[src/rtl/irq_ctrl_pkg.sv]
package irq_ctrl_pkg;
  localparam int NSRC      = 8;
  localparam int NEXT      = 4;
  localparam int IDXW      = $clog2(NSRC);
  localparam int VECW      = 8;
  localparam int VEC_SHIFT = 3;
  localparam logic [VECW-1:0] VEC_BASE = 8'h03;
  localparam int REGW      = 8;
  localparam int ADRW      = 2;

  localparam logic [ADRW-1:0] A_ENABLE = 2'd0;
  localparam logic [ADRW-1:0] A_PRIO   = 2'd1;
  localparam logic [ADRW-1:0] A_CFG    = 2'd2;
  localparam logic [ADRW-1:0] A_EXT23  = 2'd3;

  function automatic logic [VECW-1:0] vec_of(input logic [IDXW-1:0] idx);
    return VEC_BASE + (VECW'(idx) << VEC_SHIFT);
  endfunction

  // polling slot of external pin k
  function automatic logic [IDXW-1:0] ext_slot(input int k);
    case (k)
      0:       return IDXW'(0);
      1:       return IDXW'(2);
      2:       return IDXW'(6);
      default: return IDXW'(7);
    endcase
  endfunction

  // polling slot of internal request k (timer0, timer1, serial, timer2)
  function automatic logic [IDXW-1:0] int_slot(input int k);
    case (k)
      0:       return IDXW'(1);
      1:       return IDXW'(3);
      2:       return IDXW'(4);
      default: return IDXW'(5);
    endcase
  endfunction

  function automatic logic [IDXW-1:0] first_set(input logic [NSRC-1:0] v);
    logic [IDXW-1:0] r;
    r = '0;
    for (int i = NSRC - 1; i >= 0; i--) begin
      if (v[i]) r = IDXW'(i);
    end
    return r;
  endfunction
endpackage

[src/rtl/irq_pin_detect.sv]
module irq_pin_detect (
  input  logic clk,
  input  logic rst_n,
  input  logic pin_n,
  input  logic edge_mode,
  input  logic flag_we,
  input  logic flag_wval,
  input  logic svc_clr,
  output logic flag_q,
  output logic low_lvl,
  output logic fell
);
  logic smp_now, smp_prev;

  always_ff @(posedge clk or negedge rst_n) begin
    if (!rst_n) begin
      smp_now  <= 1'b1;
      smp_prev <= 1'b1;
    end else begin
      smp_now  <= pin_n;
      smp_prev <= smp_now;
    end
  end

  assign fell    = smp_prev & ~smp_now;
  assign low_lvl = ~smp_now;

  logic flag_d;
  always_comb begin
    flag_d = flag_q;
    if (flag_we)                flag_d = flag_wval;
    if (svc_clr && edge_mode)   flag_d = 1'b0;
    if (fell && edge_mode)      flag_d = 1'b1;
  end

  always_ff @(posedge clk or negedge rst_n) begin
    if (!rst_n) flag_q <= 1'b0;
    else        flag_q <= flag_d;
  end

  AST_EDGE_SETS_FLAG: assert property (@(posedge clk) disable iff (!rst_n)
    (fell && edge_mode) |=> flag_q);
  AST_SERVICE_CLEARS_FLAG: assert property (@(posedge clk) disable iff (!rst_n)
    (svc_clr && edge_mode && !fell && !flag_we) |=> !flag_q);
  AST_LEVEL_NEVER_LATCHES: assert property (@(posedge clk) disable iff (!rst_n)
    (!edge_mode && !flag_we && !flag_q) |=> !flag_q);
endmodule

[src/rtl/irq_regs.sv]
module irq_regs
  import irq_ctrl_pkg::*;
(
  input  logic            clk,
  input  logic            rst_n,
  input  logic [ADRW-1:0] addr,
  input  logic            we,
  input  logic [REGW-1:0] wdata,
  input  logic [NEXT-1:0] flags,
  output logic [REGW-1:0] rdata,
  output logic [NSRC-1:0] en_q,
  output logic [NSRC-1:0] pri_q,
  output logic [NEXT-1:0] typ_q,
  output logic            gen_q,
  output logic [NEXT-1:0] flag_we,
  output logic [NEXT-1:0] flag_wval
);
  logic wr_en, wr_pri, wr_cfg, wr_x23;
  assign wr_en  = we && (addr == A_ENABLE);
  assign wr_pri = we && (addr == A_PRIO);
  assign wr_cfg = we && (addr == A_CFG);
  assign wr_x23 = we && (addr == A_EXT23);

  assign flag_we   = {wr_x23, wr_x23, wr_cfg, wr_cfg};
  assign flag_wval = {wdata[5], wdata[1], wdata[5], wdata[4]};

  always_ff @(posedge clk or negedge rst_n) begin
    if (!rst_n) begin
      en_q  <= '0;
      pri_q <= '0;
      typ_q <= '0;
      gen_q <= 1'b0;
    end else begin
      if (wr_en)  en_q  <= wdata;
      if (wr_pri) pri_q <= wdata;
      if (wr_cfg) begin
        gen_q      <= wdata[7];
        typ_q[1:0] <= wdata[1:0];
      end
      if (wr_x23) begin
        pri_q[7] <= wdata[7];
        en_q[7]  <= wdata[6];
        typ_q[3] <= wdata[4];
        pri_q[6] <= wdata[3];
        en_q[6]  <= wdata[2];
        typ_q[2] <= wdata[0];
      end
    end
  end

  always_comb begin
    case (addr)
      A_ENABLE: rdata = en_q;
      A_PRIO:   rdata = pri_q;
      A_CFG:    rdata = {gen_q, 1'b0, flags[1], flags[0], 2'b00, typ_q[1], typ_q[0]};
      default:  rdata = {pri_q[7], en_q[7], flags[3], typ_q[3],
                         pri_q[6], en_q[6], flags[2], typ_q[2]};
    endcase
  end

  AST_X23_ALIASES_ENABLE: assert property (@(posedge clk) disable iff (!rst_n)
    wr_x23 |=> (en_q[7:6] == {$past(wdata[6]), $past(wdata[2])}));
  AST_X23_ALIASES_PRIO: assert property (@(posedge clk) disable iff (!rst_n)
    wr_x23 |=> (pri_q[7:6] == {$past(wdata[7]), $past(wdata[3])}));
endmodule

[src/rtl/irq_inservice.sv]
module irq_inservice (
  input  logic clk,
  input  logic rst_n,
  input  logic ack_fire,
  input  logic ack_hi,
  input  logic ret,
  output logic ins_hi,
  output logic ins_lo
);
  logic hi_d, lo_d;

  always_comb begin
    hi_d = ins_hi;
    lo_d = ins_lo;
    if (ret) begin
      if (ins_hi) hi_d = 1'b0;
      else        lo_d = 1'b0;
    end
    if (ack_fire) begin
      if (ack_hi) hi_d = 1'b1;
      else        lo_d = 1'b1;
    end
  end

  always_ff @(posedge clk or negedge rst_n) begin
    if (!rst_n) begin
      ins_hi <= 1'b0;
      ins_lo <= 1'b0;
    end else begin
      ins_hi <= hi_d;
      ins_lo <= lo_d;
    end
  end

  AST_LOW_NOT_ENTERED_UNDER_HIGH: assert property (@(posedge clk) disable iff (!rst_n)
    $rose(ins_lo) |-> $past(!ins_hi));
  AST_RETURN_CLEARS_HIGH_FIRST: assert property (@(posedge clk) disable iff (!rst_n)
    (ret && ins_hi && !ack_fire) |=> (!ins_hi && (ins_lo == $past(ins_lo))));
endmodule

[src/rtl/irq_arbiter.sv]
module irq_arbiter
  import irq_ctrl_pkg::*;
(
  input  logic            clk,
  input  logic            rst_n,
  input  logic [NSRC-1:0] pend,
  input  logic [NSRC-1:0] en,
  input  logic [NSRC-1:0] pri,
  input  logic            gen,
  input  logic            ins_hi,
  input  logic            ins_lo,
  input  logic            ack,
  output logic            ack_fire,
  output logic            req_q,
  output logic [VECW-1:0] vec_q,
  output logic [IDXW-1:0] sel_idx_q,
  output logic            sel_hi_q
);
  logic [NSRC-1:0] elig, hi_set, lo_set;
  logic            hi_ok, lo_ok, win_valid;
  logic [IDXW-1:0] win_idx;

  assign elig      = pend & en & {NSRC{gen}};
  assign hi_set    = elig & pri;
  assign lo_set    = elig & ~pri;
  assign hi_ok     = (|hi_set) && !ins_hi;
  assign lo_ok     = (|lo_set) && !ins_hi && !ins_lo;
  assign win_valid = hi_ok || lo_ok;
  assign win_idx   = hi_ok ? first_set(hi_set) : first_set(lo_set);
  assign ack_fire  = ack && req_q;

  always_ff @(posedge clk or negedge rst_n) begin
    if (!rst_n) begin
      req_q     <= 1'b0;
      vec_q     <= '0;
      sel_idx_q <= '0;
      sel_hi_q  <= 1'b0;
    end else begin
      req_q     <= win_valid && !ack_fire;
      vec_q     <= (win_valid && !ack_fire) ? vec_of(win_idx) : '0;
      sel_idx_q <= win_idx;
      sel_hi_q  <= hi_ok;
    end
  end

  AST_VECTOR_SHAPE: assert property (@(posedge clk) disable iff (!rst_n)
    req_q |-> (vec_q[VEC_SHIFT-1:0] == VEC_BASE[VEC_SHIFT-1:0]));
  AST_POLL_LOWEST_FIRST: assert property (@(posedge clk) disable iff (!rst_n)
    (win_valid && !hi_ok) |-> ((lo_set & ((NSRC'(1) << win_idx) - NSRC'(1))) == '0));
  AST_WINNER_ENABLED: assert property (@(posedge clk) disable iff (!rst_n)
    win_valid |-> (en[win_idx] && pend[win_idx]));
  AST_REQ_NEEDS_GLOBAL: assert property (@(posedge clk) disable iff (!rst_n)
    req_q |-> $past(gen));
  AST_HIGH_BEATS_LOW: assert property (@(posedge clk) disable iff (!rst_n)
    ((|hi_set) && !ins_hi) |-> pri[win_idx]);
  AST_HIGH_SERVICE_BLOCKS: assert property (@(posedge clk) disable iff (!rst_n)
    ins_hi |-> !win_valid);
  AST_ACK_DROPS_REQ: assert property (@(posedge clk) disable iff (!rst_n)
    ack_fire |=> !req_q);
endmodule

[src/rtl/irq_vector_ctrl.sv]
module irq_vector_ctrl
  import irq_ctrl_pkg::*;
(
  input  logic            clk,
  input  logic            rst_n,
  input  logic [NEXT-1:0] ext_irq_n,
  input  logic [3:0]      int_irq,
  input  logic [ADRW-1:0] reg_addr,
  input  logic            reg_we,
  input  logic [REGW-1:0] reg_wdata,
  output logic [REGW-1:0] reg_rdata,
  input  logic            irq_ack,
  input  logic            irq_ret,
  output logic            irq_req,
  output logic [VECW-1:0] irq_vec
);
  logic [NSRC-1:0] en_q, pri_q, pend;
  logic [NEXT-1:0] typ_q, flags, lows, falls, flag_we, flag_wval;
  logic            gen_q, ack_fire, sel_hi_q, ins_hi, ins_lo;
  logic [IDXW-1:0] sel_idx_q;

  irq_regs u_regs (
    .clk(clk), .rst_n(rst_n), .addr(reg_addr), .we(reg_we), .wdata(reg_wdata),
    .flags(flags), .rdata(reg_rdata), .en_q(en_q), .pri_q(pri_q), .typ_q(typ_q),
    .gen_q(gen_q), .flag_we(flag_we), .flag_wval(flag_wval)
  );

  for (genvar k = 0; k < NEXT; k++) begin : g_ext
    localparam logic [IDXW-1:0] SLOT = ext_slot(k);
    logic svc_clr;
    assign svc_clr = ack_fire && (sel_idx_q == SLOT);
    irq_pin_detect u_pin (
      .clk(clk), .rst_n(rst_n), .pin_n(ext_irq_n[k]), .edge_mode(typ_q[k]),
      .flag_we(flag_we[k]), .flag_wval(flag_wval[k]), .svc_clr(svc_clr),
      .flag_q(flags[k]), .low_lvl(lows[k]), .fell(falls[k])
    );
    assign pend[SLOT] = typ_q[k] ? flags[k] : lows[k];
  end

  for (genvar k = 0; k < 4; k++) begin : g_int
    localparam logic [IDXW-1:0] SLOT = int_slot(k);
    assign pend[SLOT] = int_irq[k];
  end

  irq_arbiter u_arb (
    .clk(clk), .rst_n(rst_n), .pend(pend), .en(en_q), .pri(pri_q), .gen(gen_q),
    .ins_hi(ins_hi), .ins_lo(ins_lo), .ack(irq_ack), .ack_fire(ack_fire),
    .req_q(irq_req), .vec_q(irq_vec), .sel_idx_q(sel_idx_q), .sel_hi_q(sel_hi_q)
  );

  irq_inservice u_ins (
    .clk(clk), .rst_n(rst_n), .ack_fire(ack_fire), .ack_hi(sel_hi_q),
    .ret(irq_ret), .ins_hi(ins_hi), .ins_lo(ins_lo)
  );

  AST_EDGE_FLAG_NOT_ON_STEADY_LOW: assert property (@(posedge clk) disable iff (!rst_n)
    (typ_q[2] && !falls[2] && !flag_we[2] && !flags[2]) |=> !flags[2]);
endmodule

[config.mk]
export PLATFORM = sky130hd
export DESIGN_NAME = irq_vector_ctrl
export DESIGN_NICKNAME = d
export VERILOG_FILES = /design/src/rtl/irq_ctrl_pkg.sv /design/src/rtl/irq_pin_detect.sv /design/src/rtl/irq_regs.sv /design/src/rtl/irq_inservice.sv /design/src/rtl/irq_arbiter.sv /design/src/rtl/irq_vector_ctrl.sv
export SDC_FILE = /design/constraint.sdc
export NUM_CORES = 1
export LEC_CHECK = 0
export BUFFER_PORTS_ARGS = -buffer_cell sky130_fd_sc_hd__buf_2
export CAP_MARGIN = 0
export CELL_PAD_IN_SITES_DETAIL_PLACEMENT = 0
export CELL_PAD_IN_SITES_GLOBAL_PLACEMENT = 1
export CORE_MARGIN = 3
export CORE_UTILIZATION = 25
export DETAILED_ROUTE_END_ITERATION = 8
export PLACE_DENSITY_LB_ADDON = 0.1
export SETUP_SLACK_MARGIN = 0.5
export SLEW_MARGIN = 40
export SYNTH_ARGS = -nofsm -noshare
export SYNTH_HDL_FRONTEND = slang
export SYNTH_HIERARCHICAL = 1
export SYNTH_SLANG_ARGS = --single-unit
[constraint.sdc]
create_clock -name clk -period 3.3 [get_ports clk]
set_input_delay 0.165 -clock clk [delete_from_list [all_inputs] [get_ports clk]]
set_output_delay 0.165 -clock clk [all_outputs]
set_load 0.02 [all_outputs]
### Yosys cells after proc, flatten, opt, wreduce, memory -nomap -nowiden

Cells that the tools add are included.

* logic and storage cells: 126
* register bits: 48
* bits of input ports: 23

* equal/unequal tests: 6
* bitwise operators: 13
* muxes and demuxes: 46
* reductions and logical operators: 35
* add/sub/neg operators: 1

Operator list (count)
* $mux W3: 17
* $and A8 B8 Y8: 4
* $mux W8: 3
* $pmux W8 S3: 1
* $mux W1: 23
* $logic_and A1 B1 Y1: 21
* $reduce_or A8 Y1: 2
* $reduce_bool A3 Y1: 4
* $not A8 Y8: 1
* $add A2 B6 Y7 const A: 1
* $eq A3 B3 Y1 const B: 2
* $and A1 B1 Y1: 4
* $eq A2 B2 Y1 const B: 2
* $mux W2: 2
* $not A1 Y1: 4
* $reduce_bool A2 Y1: 2
* $eq A3 B2 Y1 const B: 1
* $logic_not A1 Y1: 3
* $logic_not A3 Y1: 1
* $eq A2 B1 Y1 const B: 1
* $logic_not A2 Y1: 1
* $logic_or A1 B1 Y1: 1

### Depth between registers and ports, before layout

* depth in word-level cells: 16
* depth in mapped cells: 7

### Hierarchy

Netlist, hierarchy kept.

By module, submodules not included
* irq_regs: cells each 91, times used 1, sequential area each 525.5 µm², area each 1158.6 µm²
* irq_arbiter: cells each 74, times used 1, sequential area each 200.2 µm², area each 759.5 µm²
* irq_pin_detect: cells each 8, times used 4, sequential area each 77.6 µm², area each 115.1 µm²
* irq_vector_ctrl: cells each 8, times used 1, sequential area each 0.0 µm², area each 91.3 µm²
* irq_inservice: cells each 8, times used 1, sequential area each 50.0 µm², area each 81.3 µm²

### Worst setup path before layout

Ideal clock, no wire load.

* kind: register to register
* start point: reg g_ext[0].u_pin.smp_now
* end point: reg u_arb.vec_q[5]
* setup time: 0.128 ns
* setup slack: 1.365 ns
* cell stages (with the launch flop): 8
* arrival: 1.808 ns
* clock period less this slack: 1.935 ns
* cells stage by stage: dfstp_2 inv_1 mux2_2 and4b_4 nor4_4 a41oi_2 o31ai_4 nor2b_1

* word-level cells in the longest chain between the ends: 11
* elaborated cells on any way between the ends: 18
* classes of those cells: add/sub: 1; mux: 5; bitwise: 5; reduce/logical: 7

RTL lines
* start: declaration: line irq_pin_detect.sv:13 `logic smp_now, smp_prev;`
* start signal: assignment: line irq_pin_detect.sv:20 `smp_now <= pin_n;`
* $not A1 Y1 (*): line irq_pin_detect.sv:26 `assign low_lvl = ~smp_now;`
* via lows[0]: line irq_vector_ctrl.sv:18 `logic [NEXT-1:0] typ_q, flags, lows, falls, flag_we, flag_wval;`
* $mux W1 (*): line irq_vector_ctrl.sv:37 `assign pend[SLOT] = typ_q[k] ? flags[k] : lows[k];`
* via pend[0]: line irq_vector_ctrl.sv:17 `logic [NSRC-1:0] en_q, pri_q, pend;`
* $and A8 B8 Y8 (*) (2 in a row): line irq_arbiter.sv:23 `assign elig = pend & en & {NSRC{gen}};`
* parallel branches: the longest is 6 deep, another holds $add A2 B6 Y7
* $mux W8 (*): line irq_arbiter.sv:40 `vec_q <= (win_valid && !ack_fire) ? vec_of(win_idx) : '0;`
* end signal: assignment: line irq_arbiter.sv:40
* end: declaration: line irq_arbiter.sv:15 `output logic [VECW-1:0] vec_q,`

Mark *: on every way through the listed nets, which the timed path passes.
A chain may end at the register's enable or synchronous reset.

### Final worst setup path

* start point: reg g_ext[0].u_pin.smp_now
* end point: reg u_arb.vec_q[4]

Same word-level chain as after synthesis.

==> reports/results.ini <==
[clock_tree]
htreeDepth=2
clkSinkCount=43
clk_pin_slew_ns=0.08
ctsHoldBuffers=5
root_buffer=clkbuf_8
cts_tree=yes
cts_resized=0
numCtsBuffers=5
cts_setup_buffers=0
clkLatencyLatePin_ns=0.29
cts_buffer_depth=2

[worst_setup_path]
path_cells=inv_1, mux2_2, and4b_4, nor4_4, a41oi_2, o31ai_4, a21oi_1
slowest_delay_ns=0.55
critPathCaptureType=flop
path_buf_inv=1
path_class=flop to flop
cp_slowest_cell=dfstp_2
cp-start-kind=flop
cp_max_fo=4
cp_top_family=simple AND/OR/NAND/NOR gates
worst_ep_required_time_ns=3.47
crit_arrival_ns=2.27

[drt]
wl_per_cell_um=17.3
routed_via_density=4.46
drtIter0Drc=79
met3_wirelength_um=250
dr_wl_met2_um=2860
wl_met1_um=3300
routed.top_layer=met4
wirelength_um=6470
postRouteAntennaNets=0
drc_errors=0
vias=1674
first_pass_iters=4

[outcome]
status=completed

[floorplanning]
dieHeight_um=107
core_um2=9860
die_x_um=107
dieArea_um2=11500
pin_count=40
start_util_pct=25.9
num_rows=36

[timing]
max_slew_margin_pct=48.6
worst_slew_pin_slew_ns=0.770
rsz0062_at_grt=no
finalMaxSlewViolations=0
max_clock_freq_mhz=476
clock_skew_ns=0.00260
fin_crit_ns=2.10
setup_tns_ns=0
setup_viol=0
post-route-period-util_pct=63.7
hold_viol=0

[logic_synthesis]
syn_area_um2=2550
synth.avg_cell_area_um2=12.0
ys_types=53
syn_inst=213
ys_async_sr_fraction_pct=100
ys_seq_elements=43
synthMuxAreaShare_pct=18.4
synth_top_family_by_area=simple AND/OR/NAND/NOR gates
synth_edf_count=0
yosysWarnings=6
synthXorXnorAreaFrac_pct=0
synth_compound_area_share_pct=9.86
synthSimpleGateAreaFrac_pct=20.8
synth_flop_cell=dfrtp_1
synthAdderAreaFrac_pct=0
seq_area_frac_synth_pct=42.6

[layout]
drive_gt1_share_pct=36.4
final_nets=265
diodes=0
fillers=1035
areaGrowthSynthToFinish_pct=12.8

[place]
io_buffers=36
dp_hpwl_um=4820
place_congestion=0.723

[job]
drv.max_cap_violation_count=0

[pwr]
ir_worst_vdd_mv=0.216
power_leakage_uw=0.00129
p_per_area_nw_per_um2=596
p_total_uw=1710

[grt]
grt_max_degree=44
overflow=0
grt_pass1_wl_um=10600
antenna_found_initial=0
grtUsageTotal_pct=12.3
grt_pass1_vias=1718

[worst_hold_path]
hold_path_class=input pin to flop

report_power, final:
| group | internal, µW | switching [µW] | total, µW |
|---|---|---|---|
| clock network | 165 | 183 | 347 |
| registers | 648 | 135 | 784 |
| logic | 279 | 305 | 583 |
| total | 1090 | 622 | 1710 |
worst paths after layout:
path                                              from                 endpoint  slack (ns)  depth (start not counted)
worst min-delay path                           irq_ret             u_ins/ins_hi        0.06                          2
min in group asynchronous                        rst_n          u_regs/typ_q[2]        0.42                          2
max in group asynchronous                        rst_n           u_regs/en_q[3]        2.49                          2
worst max register to register  g_ext[0].u_pin/smp_now           u_arb/vec_q[4]        1.20                          7
worst max-delay path            g_ext[0].u_pin/smp_now           u_arb/vec_q[4]        1.20                          7
worst min register to register  g_ext[2].u_pin/smp_now  g_ext[2].u_pin/smp_prev        0.38                          0
layer usage:
metal | vias up | global-route usage (%)
met5 | - | 0
met4 | 0 | 3.29
met3 | 5 | 2.59
met2 | 35 | 18.1
met1 | 807 | 18.0
li1 | 827 | -
flip-flops by register name, indices dropped and copies added, names as in the netlist:
name / count
g_ext.u_pin/smp_now: 4
u_ins/ins_hi: 1
g_ext.u_pin/flag_q: 4
u_regs/pri_q: 8
u_arb/sel_idx_q: 3
u_regs/typ_q: 4
u_regs/gen_q: 1
u_arb/sel_hi_q: 1
u_regs/en_q: 8
g_ext.u_pin/smp_prev: 4
u_ins/ins_lo: 1
u_arb/vec_q: 4
worst reg2reg max path, delay by kind of cell (launching register included):
family / cells / cell delay, ns
flip-flops: 1 / 0.55
buffers and inverters: 1 / 0.04
AO/OA/AOI/OAI: 3 / 0.53
multiplexers: 1 / 0.30
AND/OR/NAND/NOR: 2 / 0.56
area by class of cell:
cell class                      instances  area [µm²]  share of cell area (%)
Sequential cell                        43        1090                    37.7
Inverter                               11        41.3                    1.43
Clock inverter                          1        5.00                   0.174
Multi-Input combinational cell        140        1260                    43.9
Timing Repair Buffer                   41         233                    8.09
Clock buffer                            6        82.6                    2.87
Tap cell                              133         166                    5.78
logic make-up (layout without fill, tap and decap cells):
kind of cell | count (synthesis) | after routing
and+or+nand+nor | 69 | 69
muxes | 35 | 35
DFF | 43 | 43
AOI/OAI and AO/OA | 33 | 33
buffers and inverters | 32 | 59
other | 1 | 3
cell usage in the layout, fill, tap and decap left out, types with 2 or more instances in the layout:
| master | synthesis | routed |
|---|---|---|
| o21ai_0 | 7 | 7 |
| dfstp_2 | 8 | 8 |
| nor2_1 | 4 | 4 |
| dlygate4sd3_1 | 0 | 5 |
| inv_1 | 11 | 11 |
| a22o_1 | 5 | 5 |
| nor2b_1 | 7 | 7 |
| and4b_1 | 5 | 5 |
| mux2i_1 | 5 | 5 |
| mux2_1 | 6 | 6 |
| nand2_1 | 15 | 15 |
| a21oi_1 | 5 | 5 |
| nand4_4 | 4 | 4 |
| and4_1 | 3 | 3 |
| nand4_1 | 5 | 5 |
| buf_2 | 4 | 35 |
| dfrtp_1 | 35 | 35 |
| mux2_2 | 10 | 10 |
| nand4b_1 | 5 | 5 |
| nand3_1 | 4 | 4 |
| mux4_2 | 4 | 4 |
| o21ai_1 | 3 | 3 |
| a22oi_1 | 2 | 2 |
| mux2_4 | 10 | 10 |
| nand2b_1 | 2 | 2 |
| nand3b_1 | 2 | 2 |
| conb_1 | 1 | 3 |
| clkbuf_8 | 0 | 6 |
synth_stat cells, types with 3 or more instances:
library cell | instances | area share [%]
dfrtp_1 | 35 | 34
nand2_1 | 15 | 2.2
buf_4 | 14 | 4.1
inv_1 | 11 | 1.6
mux2_2 | 10 | 4.4
mux2_4 | 10 | 5.9
dfstp_2 | 8 | 8.2
nor2b_1 | 7 | 1.7
o21ai_0 | 7 | 1.4
mux2_1 | 6 | 2.6
a21oi_1 | 5 | 0.98
a22o_1 | 5 | 1.7
and4b_1 | 5 | 2.0
mux2i_1 | 5 | 2.0
nand4_1 | 5 | 1.2
nand4b_1 | 5 | 1.7
buf_2 | 4 | 0.78
mux4_2 | 4 | 3.5
nand3_1 | 4 | 0.78
nand4_4 | 4 | 3.3
nor2_1 | 4 | 0.59
and4_1 | 3 | 1.0
o21ai_1 | 3 | 0.59
per-stage QoR:
| stage | instance area [µm²] | instances | util (%) | hold WS (ns) | setup slack (ns) |
|---|---|---|---|---|---|
| after CTS | 2880 | 375 | 29.2 | 0.0367 | 1.20 |
| after floorplan | 2560 | 215 | - | -0.131 | 1.36 |
| after global placement | 2740 | 363 | 27.8 | 0.270 | 1.23 |
| after global routing | 2880 | 375 | 29.2 | 0.0483 | 1.03 |
| final | 2880 | 375 | 29.2 | 0.0612 | 1.20 |
| after detailed placement | 2740 | 363 | 27.8 | 0.223 | 1.21 |
Power figures use the tool's default switching activity.
